--- src/rtl/pf_pkg.sv ---
package pf_pkg;

  typedef enum logic [1:0] {K_FETCH, K_LOAD, K_STORE, K_EVICT} req_kind_e;
  typedef enum logic [2:0] {ST_I, ST_EM, ST_O, ST_S, ST_S1} dir_state_e;
  typedef enum logic [1:0] {PR_NONE, PR_DIRECT, PR_DIRECT_INV, PR_BCAST_INV} probe_e;

  // Probe for the requested line when the entry is present.
  function automatic probe_e hit_probe(req_kind_e k, dir_state_e s);
    probe_e p;
    p = PR_NONE;
    if (k != K_EVICT) begin
      case (s)
        ST_O:         p = (k == K_STORE) ? PR_BCAST_INV  : PR_DIRECT;
        ST_EM:        p = (k == K_STORE) ? PR_DIRECT_INV : PR_DIRECT;
        ST_S, ST_S1:  p = (k == K_STORE) ? PR_BCAST_INV  : PR_NONE;
        default:      p = PR_NONE;
      endcase
    end
    return p;
  endfunction

  // Probe needed to clear a displaced entry's line.
  function automatic probe_e victim_probe(dir_state_e s);
    case (s)
      ST_O, ST_S:   return PR_BCAST_INV;
      ST_S1, ST_EM: return PR_DIRECT_INV;
      default:      return PR_NONE;
    endcase
  endfunction

  function automatic logic names_owner(probe_e p);
    return (p == PR_DIRECT) || (p == PR_DIRECT_INV);
  endfunction

  // State after a hit; same_node means requester equals recorded owner.
  function automatic dir_state_e hit_next(req_kind_e k, dir_state_e s, logic same_node);
    dir_state_e n;
    n = s;
    case (k)
      K_STORE: n = ST_EM;
      K_EVICT: n = (s == ST_EM && same_node) ? ST_I : s;
      default: begin
        if (s == ST_EM)                n = same_node ? ST_S1 : ST_O;
        else if (s == ST_S1 && !same_node) n = ST_S;
      end
    endcase
    return n;
  endfunction

endpackage

--- src/rtl/pf_way_match.sv ---
module pf_way_match #(
  parameter int WAYS  = 4,
  parameter int TAG_W = 13,
  localparam int WIDX = $clog2(WAYS)
) (
  input  logic [WAYS-1:0][TAG_W-1:0] row_tags,
  input  logic [WAYS-1:0]            row_vld,
  input  logic [TAG_W-1:0]           tag,
  output logic                       hit,
  output logic [WIDX-1:0]            hit_way,
  output logic                       free_any,
  output logic [WIDX-1:0]            free_way
);
  // Descending scan so the lowest-numbered qualifying way wins.
  always_comb begin
    hit      = 1'b0;
    hit_way  = '0;
    free_any = 1'b0;
    free_way = '0;
    for (int w = WAYS - 1; w >= 0; w--) begin
      if (row_vld[w] && row_tags[w] == tag) begin
        hit     = 1'b1;
        hit_way = w[WIDX-1:0];
      end
      if (!row_vld[w]) begin
        free_any = 1'b1;
        free_way = w[WIDX-1:0];
      end
    end
  end
endmodule

--- src/rtl/pf_rr_ptr.sv ---
module pf_rr_ptr #(
  parameter int SETS = 8,
  parameter int WAYS = 4,
  localparam int SIDX = $clog2(SETS),
  localparam int WIDX = $clog2(WAYS)
) (
  input  logic            clk,
  input  logic            rst_n,
  input  logic            adv,
  input  logic [SIDX-1:0] set_idx,
  output logic [WIDX-1:0] ptr
);
  logic [WIDX-1:0] ptrs [SETS];

  for (genvar g = 0; g < SETS; g++) begin : g_set
    always_ff @(posedge clk) begin
      if (!rst_n)
        ptrs[g] <= '0;
      else if (adv && set_idx == SIDX'(g))
        ptrs[g] <= (ptrs[g] == WIDX'(WAYS - 1)) ? '0 : ptrs[g] + 1'b1;
    end
  end

  assign ptr = ptrs[set_idx];
endmodule

--- src/rtl/pf_dir.sv ---
module pf_dir
  import pf_pkg::*;
#(
  parameter int ADDR_W = 16,
  parameter int NODE_W = 3,
  parameter int SETS   = 8,
  parameter int WAYS   = 4
) (
  input  logic              clk,
  input  logic              rst_n,
  input  logic              req_valid,
  output logic              req_ready,
  input  logic [1:0]        req_kind,
  input  logic [ADDR_W-1:0] req_addr,
  input  logic [NODE_W-1:0] req_node,
  output logic              rsp_valid,
  output logic              rsp_hit,
  output logic [1:0]        rsp_action,
  output logic [NODE_W-1:0] rsp_target,
  output logic              rsp_from_owner,
  output logic [2:0]        rsp_state,
  output logic [NODE_W-1:0] rsp_owner,
  output logic [1:0]        rsp_vic_action,
  output logic [NODE_W-1:0] rsp_vic_target,
  output logic [ADDR_W-1:0] rsp_vic_addr
);
  localparam int SIDX  = $clog2(SETS);
  localparam int WIDX  = $clog2(WAYS);
  localparam int TAG_W = ADDR_W - SIDX;

  logic [TAG_W-1:0]  tag_q [SETS][WAYS];
  dir_state_e        st_q  [SETS][WAYS];
  logic [NODE_W-1:0] own_q [SETS][WAYS];

  req_kind_e         kind_w;
  logic [SIDX-1:0]   set_w;
  logic [TAG_W-1:0]  tag_w;
  logic [WAYS-1:0][TAG_W-1:0] row_tags;
  logic [WAYS-1:0]   row_vld;

  // Named internal events, also watched by the checker.
  logic              fire_w, hit_w, alloc_w, free_any_w, write_w;
  logic [WIDX-1:0]   hit_way_w, free_way_w, rr_ptr_w, vic_way_w, tgt_way_w;
  logic [2:0]        old_state_w;
  logic [NODE_W-1:0] old_owner_w;
  dir_state_e        old_st, vic_st, new_st, res_st;
  logic [NODE_W-1:0] new_own, vic_own;
  logic [TAG_W-1:0]  vic_tag;
  probe_e            act_w, vact_w;

  assign req_ready = rst_n;
  assign fire_w    = req_valid && req_ready;
  assign kind_w    = req_kind_e'(req_kind);
  assign set_w     = req_addr[SIDX-1:0];
  assign tag_w     = req_addr[ADDR_W-1:SIDX];

  always_comb begin
    for (int w = 0; w < WAYS; w++) begin
      row_tags[w] = tag_q[set_w][w];
      row_vld[w]  = (st_q[set_w][w] != ST_I);
    end
  end

  pf_way_match #(.WAYS(WAYS), .TAG_W(TAG_W)) u_match (
    .row_tags (row_tags),
    .row_vld  (row_vld),
    .tag      (tag_w),
    .hit      (hit_w),
    .hit_way  (hit_way_w),
    .free_any (free_any_w),
    .free_way (free_way_w)
  );

  pf_rr_ptr #(.SETS(SETS), .WAYS(WAYS)) u_rr (
    .clk     (clk),
    .rst_n   (rst_n),
    .adv     (alloc_w),
    .set_idx (set_w),
    .ptr     (rr_ptr_w)
  );

  assign alloc_w   = fire_w && !hit_w && (kind_w != K_EVICT);
  assign vic_way_w = free_any_w ? free_way_w : rr_ptr_w;
  assign tgt_way_w = hit_w ? hit_way_w : vic_way_w;
  assign write_w   = fire_w && (hit_w || alloc_w);

  assign old_st      = st_q[set_w][hit_way_w];
  assign old_owner_w = own_q[set_w][hit_way_w];
  assign old_state_w = old_st;
  assign vic_st      = st_q[set_w][vic_way_w];
  assign vic_own     = own_q[set_w][vic_way_w];
  assign vic_tag     = tag_q[set_w][vic_way_w];

  always_comb begin
    if (hit_w) begin
      new_st  = hit_next(kind_w, old_st, req_node == old_owner_w);
      new_own = (kind_w == K_STORE) ? req_node : old_owner_w;
    end else begin
      new_st  = ST_EM;
      new_own = req_node;
    end
    res_st = (hit_w || alloc_w) ? new_st : ST_I;
    act_w  = hit_w ? hit_probe(kind_w, old_st) : PR_NONE;
    vact_w = alloc_w ? victim_probe(vic_st) : PR_NONE;
  end

  always_ff @(posedge clk) begin
    if (!rst_n) begin
      for (int s = 0; s < SETS; s++)
        for (int w = 0; w < WAYS; w++) begin
          st_q[s][w]  <= ST_I;
          tag_q[s][w] <= '0;
          own_q[s][w] <= '0;
        end
    end else if (write_w) begin
      tag_q[set_w][tgt_way_w] <= tag_w;
      st_q[set_w][tgt_way_w]  <= new_st;
      own_q[set_w][tgt_way_w] <= new_own;
    end
  end

  always_ff @(posedge clk) begin
    if (!rst_n) begin
      rsp_valid      <= 1'b0;
      rsp_hit        <= 1'b0;
      rsp_action     <= '0;
      rsp_target     <= '0;
      rsp_from_owner <= 1'b0;
      rsp_state      <= '0;
      rsp_owner      <= '0;
      rsp_vic_action <= '0;
      rsp_vic_target <= '0;
      rsp_vic_addr   <= '0;
    end else begin
      rsp_valid      <= fire_w;
      rsp_hit        <= hit_w;
      rsp_action     <= act_w;
      rsp_target     <= names_owner(act_w) ? old_owner_w : '0;
      rsp_from_owner <= hit_w && (kind_w != K_EVICT) && (old_st == ST_EM || old_st == ST_O);
      rsp_state      <= res_st;
      rsp_owner      <= (res_st == ST_I) ? '0 : new_own;
      rsp_vic_action <= vact_w;
      rsp_vic_target <= (vact_w == PR_DIRECT_INV) ? vic_own : '0;
      rsp_vic_addr   <= (vact_w != PR_NONE) ? {vic_tag, set_w} : '0;
    end
  end
endmodule

--- config.mk ---
export PLATFORM = sky130hd
export DESIGN_NAME = pf_dir
export DESIGN_NICKNAME = d
export VERILOG_FILES = /design/src/rtl/pf_pkg.sv /design/src/rtl/pf_way_match.sv /design/src/rtl/pf_rr_ptr.sv /design/src/rtl/pf_dir.sv
export SDC_FILE = /design/constraint.sdc
export NUM_CORES = 1
export LEC_CHECK = 0
export BUFFER_PORTS_ARGS = -buffer_cell sky130_fd_sc_hd__buf_4
export CELL_PAD_IN_SITES_DETAIL_PLACEMENT = 2
export CELL_PAD_IN_SITES_GLOBAL_PLACEMENT = 2
export CORE_MARGIN = 4
export CORE_UTILIZATION = 45
export DETAILED_ROUTE_END_ITERATION = 12
export MAX_ROUTING_LAYER = met4
export PLACE_DENSITY = 0.86
export SYNTH_ARGS = -nofsm -noshare
export SYNTH_HDL_FRONTEND = slang
export SYNTH_SLANG_ARGS = --single-unit
--- constraint.sdc ---
create_clock -name clk -period 6.2 [get_ports clk]
set_input_delay 0.62 -clock clk [delete_from_list [all_inputs] [get_ports clk]]
set_output_delay 0.62 -clock clk [all_outputs]
set_load 0.01 [all_outputs]
==> flow_summary.yaml, run 1 <==
outcome:
  outcome: "completed"
clock_network:
  cts-root-buf: "clkbuf_16"
  cts_hold_buf: 0
  numCtsBuffers: 73
  postCtsSetupBuffers: 0
  cts.repair.resized: 0
  cts.path.max_buffers: 3
  cts_tree: "built"
  clock-sinks: 659
  htreeDepth: 3
  clk_latency_ps: 660
  clkTransAtPathRegs_ps: 70
global_route:
  grt_pass1_vias: 25673
  grt_max_degree: 89
  grt_usage_pct: 38.66
  grt_first_pass_wirelength_mm: 200.6
  antenna_found_initial: 7
  overflow: 0
power_and_ir_drop:
  max-vdd-ir-drop_uv: 195.8
  cellLeakagePower_uw: 0.01462
  p_total_uw: 11160
  pwr_density_cell_nw_per_um2: 309.9
die:
  die_width_um: 272.5
  ioPinCount: 60
  num_rows: 96
  die_area_um2: 74260
  fp.dieH_um: 272.5
  initial_core_util_pct: 45.66
  coreArea_um2: 68950
sta:
  finalSetupViolCount: 0
  fin_crit_sh_pct: 99.61
  fmax_mhz: 161.9
  setup_tns_ps: 0
  hold_viol: 0
  rsz0062_at_grt: "no"
  maxSlewViolCount: 0
  slew_headroom_pct: 20.85
  holdWs_ps: 383.5
  fin_crit_ps: 6176
  skew_ps: 44.31
  tightest_slew_ps: 1185
cells_and_area:
  fin_nets: 2453
  layout-drive-gt1-share_pct: 20.91
  final.fill_count: 6325
  syn2layout_area_growth_pct: 14.35
logic_synthesis:
  synth_area_per_cell_um2: 13.31
  ys_seq_elements: 659
  ys_seq_area_share_pct: 61.74
  synth_enable_flop_cells: 624
  ys_warn_count: 0
  synth-main-ff-cell: "edfxtp_1"
  yosysUniqueCellTypes: 91
  synth_area_um2: 31480
  synth_nets: 2397
  ys_async_sr_fraction_pct: 0
  synthCells: 2365
critical_path:
  path_class: "in2reg"
  cp.required_ps: 6680
  crit_arrival_ps: 6650
  end_kind: "register"
  startpoint_type: "primary input"
  crit_fanout: 88
  ff2ff_setup_slack_ps: 620
placement:
  io_buffers: 59
  place_hpwl_mm: 80.24
  place_congestion: 0.9344
drt:
  avgViaCountPerCell: 7.108
  wirelength_mm: 142.0
  drtPass1Iterations: 6
  drc_errors: 0
  ant_nets: 0
  vias: 24266
  wire_per_inst_um: 41.59
  drtIter0Drc: 3728
job:
  maxCapViolCount: 0
min_path:
  min_path_type: "in2reg"
## critical path: stages
cell and delay (ps):
buf_8 340, nor2b_1 950, a22oi_1 440, a21o_1 330, a21oi_1 520, nand4_1 310
nor4_1 640, nor2_1 200, nand2_2 180, a21oi_1 80, or3b_1 500, nor2_4 370
buf_4 700, and3_1 330
## routing by layer
layer / GRT usage [%] / vias to the layer above / routed length [um]
met1: 45.03 / 12536 / 49480
met5: - / - / 0
met3: 8.797 / 708 / 14640
met4: 23.66 / 0 / 10690
li1: - / 8985 / -
met2: 61.33 / 2037 / 67190
## cell usage after synthesis, types with 8 or more instances
master,number,area share (%)
nor3_1,13,0.21
dfxtp_1,35,2.2
clkbuf_1,152,1.8
buf_4,14,0.33
nand3_1,16,0.25
nor2b_1,14,0.28
buf_6,17,0.61
inv_1,26,0.31
buf_1,9,0.11
mux4_2,83,5.9
nor2_1,282,3.4
o221ai_1,10,0.28
mux2i_1,156,5.0
o22ai_1,18,0.36
nor2_4,31,1.1
xnor2_1,25,0.70
edfxtp_1,624,60
a211oi_1,19,0.45
a22oi_1,29,0.69
nand2b_1,12,0.24
mux2_2,29,1.0
xor2_1,23,0.64
ha_1,8,0.32
nand2_1,111,1.3
nand4_1,8,0.16
buf_2,39,0.62
o21ai_0,14,0.22
nor4_1,15,0.30
and2_1,10,0.20
and3_1,357,7.1
a21oi_1,31,0.49
a2bb2oi_1,9,0.25
## power by group
group	total, uW	switching (uW)	leakage, uW	internal (uW)
logic	1360	965	0.00671	399
clock network	4670	2000	0.00119	2670
registers	5120	89.0	0.00673	5030
total	11200	3060	0.0146	8100
## worst paths after layout
path / startpoint / cells past startpoint / end
min reg2reg: u_rr.ptrs[2][0] / 1 / u_rr.ptrs[2][0]
min: req_valid / 3 / rsp_state[0]
max reg2reg: tag_q[4][28] / 14 / tag_q[5][15]
max: req_addr[1] / 14 / tag_q[5][15]
## state kept, by name (all words and copies together) (netlist names), 2 cells and up
signal and flops:
own_q 96, rsp_vic_action 2, u_rr.ptrs 16, rsp_action 2, rsp_state 3, rsp_target 3, tag_q 416, st_q 96
rsp_vic_addr 16, rsp_vic_target 3, rsp_owner 3
## through the flow
stage                     setup slack, ps  std cells  area (um^2)  util, %
after global placement              303.7       3277        33540    48.64
after global routing                107.0       3413        36000    52.21
after floorplan                      1313       2365        31480        -
after CTS                           234.7       3408        35990    52.19
after detailed placement            27.88       3277        33540    48.64
final                               24.45       3414        36000    52.22
## placed cells by master, fill, tap and decap left out, types with 8 or more instances in the layout
master,instances
edfxtp_1,624
and3_1,356
nor2_1,276
buf_4,189
mux2i_1,155
nand2_1,111
mux4_2,83
clkbuf_16,78
nor2_4,39
dfxtp_1,35
mux2_2,29
a21oi_1,29
a22oi_1,29
xnor2_1,25
buf_12,25
inv_1,24
xor2_1,23
a211oi_1,19
o22ai_1,18
nand3_1,16
nor4_1,15
nor2b_1,14
o21ai_0,14
clkinv_1,13
clkbuf_1,13
nand2b_1,12
nor3_1,12
o221ai_1,10
and2_1,10
a2bb2oi_1,9
nand4_1,8
ha_1,8
## final cells by class
class                      count  area (um^2)  area share [%]
tap                          931         1165           3.236
multi-input combinational   1442        10870           30.20
clock buffer                  98         2097           5.825
timing repair buffer         217         1957           5.436
antenna                        6        15.01         0.04171
inverter                      28        105.1          0.2919
sequential                   659        19440           53.99
clock inverter                33        350.3          0.9731
## kinds of logic after synthesis
logic type	Yosys count	share of synthesized area, %
adder cells (fa/ha/maj)	8	0.3179
buffers and inverters	264	4.069
flip-flops	659	61.74
XOR/XNOR	49	1.387
AO/OA/AOI/OAI	199	4.602
AND/OR/NAND/NOR	913	15.71
multiplexers	273	12.17
No activity file was read; power rests on OpenSTA's default activity.
==> inputs of run 2 (changes only) <==
- CORE_ASPECT_RATIO: unset -> 2
- CORE_UTILIZATION: 45 -> 26
- PLACE_DENSITY: 0.86 -> 0.58
==> run 2 against run 1 <==
First-iteration DRC count shrank 60%. Clock skew shrank 2.6 ps. Clock power shrank 13%. Final area grew 2.6%. Critical endpoint is now st_q[4][6]. Die area grew 71%. Register-to-register slack gained 710 ps. Global-route usage shrank 19 points. Flip-flop and latch count is the same. Routed wire length shrank 14%.
==> flow_summary.yaml, run 2 (same netlist as run 1, synthesis figures left out) <==
die:
  initial_core_util_pct: 26.18
  ioPinCount: 60
  num_rows: 180
  coreArea_um2: 120300
  fp.dieH_um: 500.1
  die_area_um2: 127100
  die_width_um: 254.1
critical_path:
  path_class: "in2reg"
  ff2ff_setup_slack_ps: 1330
  rr_startpoint: "tag_q[7][30]"
  crit_arrival_ps: 5960
  end_kind: "register"
  startpoint_type: "primary input"
  cp.required_ps: 6590
  r2r_end: "st_q[4][6]"
  rr_worst_depth: 15
  crit_fanout: 39
clock_network:
  clkTransAtPathRegs_ps: 60
  htreeDepth: 2
  cts.repair.resized: 0
  cts_hold_buf: 0
  postCtsSetupBuffers: 0
  clock-sinks: 659
  numCtsBuffers: 60
  cts-root-buf: "clkbuf_16"
  clk_latency_ps: 680
  cts_tree: "built"
  cts.path.max_buffers: 3
drt:
  avgViaCountPerCell: 5.159
  drtPass1Iterations: 4
  drtIter0Drc: 1485
  drc_errors: 0
  vias: 20885
  wire_per_inst_um: 30.04
  ant_nets: 0
  wirelength_mm: 121.6
global_route:
  antenna_found_initial: 1
  grt_usage_pct: 19.38
  grt_max_degree: 89
  grt_first_pass_wirelength_mm: 173.1
  grt_pass1_vias: 23283
  overflow: 0
sta:
  maxSlewViolCount: 0
  fin_crit_sh_pct: 89.82
  finalSetupViolCount: 0
  slew_headroom_pct: 22.00
  rsz0062_at_grt: "no"
  skew_ps: 41.71
  fin_crit_ps: 5569
  tightest_slew_ps: 1170
  hold_viol: 0
  setup_tns_ps: 0
  fmax_mhz: 179.6
min_path:
  worstHoldEndpoint: "rsp_valid"
  worstHoldStart: "req_valid"
  min_path_type: "in2reg"
  hold_path_depth: 2
placement:
  place_congestion: 0.8199
  placed_cells: 3934
  place_hpwl_mm: 83.71
  io_buffers: 59
cells_and_area:
  reg_top3: "tag_q x416, own_q x96, st_q x96"
  largest_register_ffs: 416
  fin_nets: 2481
  layout-drive-gt1-share_pct: 21.80
  final.fill_count: 12575
  regMostFlops: "tag_q"
  syn2layout_area_growth_pct: 17.31
  final_cell_mix: "edfxtp_1, and3_1, nor2_1"
  layout_commonest_cell: "edfxtp_1"
  instances_no_fill: 4048
job:
  maxCapViolCount: 0
power_and_ir_drop:
  cellLeakagePower_uw: 0.01472
  pwr_density_cell_nw_per_um2: 283.2
  max-vdd-ir-drop_uv: 213.9
outcome:
  outcome: "completed"
## run 2: how the worst max path moves through the flow
stage / start / to / slack, ps / depth (start not counted)
final: req_addr[0] / st_q[4][6] / 630 / 16
after global routing: req_addr[0] / st_q[4][6] / 530 / 16
after CTS: req_addr[0] / st_q[4][6] / 670 / 16
after detailed placement: req_addr[0] / st_q[2][6] / 8 / 16
after global placement: req_addr[0] / st_q[4][9] / 160 / 16
after floorplan: req_addr[0] / own_q[1][6] / 1310 / 18
## run 2: area by class of cell
type                    count  area [um^2]  share of cell area (%)
flip-flops and latches    659        19440                   52.63
well taps                1547         1936                   5.241
multi-input cells        1442        10870                   29.44
repair buffers            258         2515                   6.809
clock buffers              70         1560                   4.224
clock inverters            43        504.2                   1.365
inverters                  28        105.1                  0.2846
diodes                      1        2.502                0.006775
## run 2: layer usage
metal | up-vias | track usage (%) | wire length (um)
li1 | 9016 | - | -
met1 | 11193 | 20.32 | 44490
met2 | 453 | 36.06 | 66780
met3 | 223 | 1.755 | 3240
met4 | 0 | 9.504 | 7104
met5 | - | - | 0
## run 2: critical path: stages
cell and delay, ps:
buf_6 460, and2_1 780, a22oi_1 540, a21o_1 280, a21oi_1 160, nand4_1 210
nor4_1 690, buf_4 240, or3b_1 130, nand2_1 120, a211o_1 390, buf_4 170
nor2_1 170, o221a_1 610, buf_12 230, nor2_1 70
## run 2: where the power goes
group | leakage [uW] | internal (uW) | switching [uW]
registers | 0.00673 | 5030 | 58.9
clock network | 0.00100 | 2260 | 1800
logic | 0.00699 | 433 | 872
## run 2: metrics by stage
| stage | cell area (um^2) | hold slack (ps) | util [%] | worst slack, ps | total power (uW) |
|---|---|---|---|---|---|
| 2_1_floorplan | 31480 | 553.2 | - | 1313 | 5868 |
| 3_3_place_gp | 34870 | 578.3 | 28.99 | 156.1 | 6455 |
| 3_5_place_dp | 34870 | 601.3 | 28.99 | 8.381 | 6499 |
| 4_1_cts | 36930 | 285.6 | 30.71 | 674.2 | 10580 |
| 5_1_grt | 36930 | 322.9 | 30.71 | 527.8 | 10790 |
| 6_report | 36930 | 343.0 | 30.71 | 631.3 | 10460 |
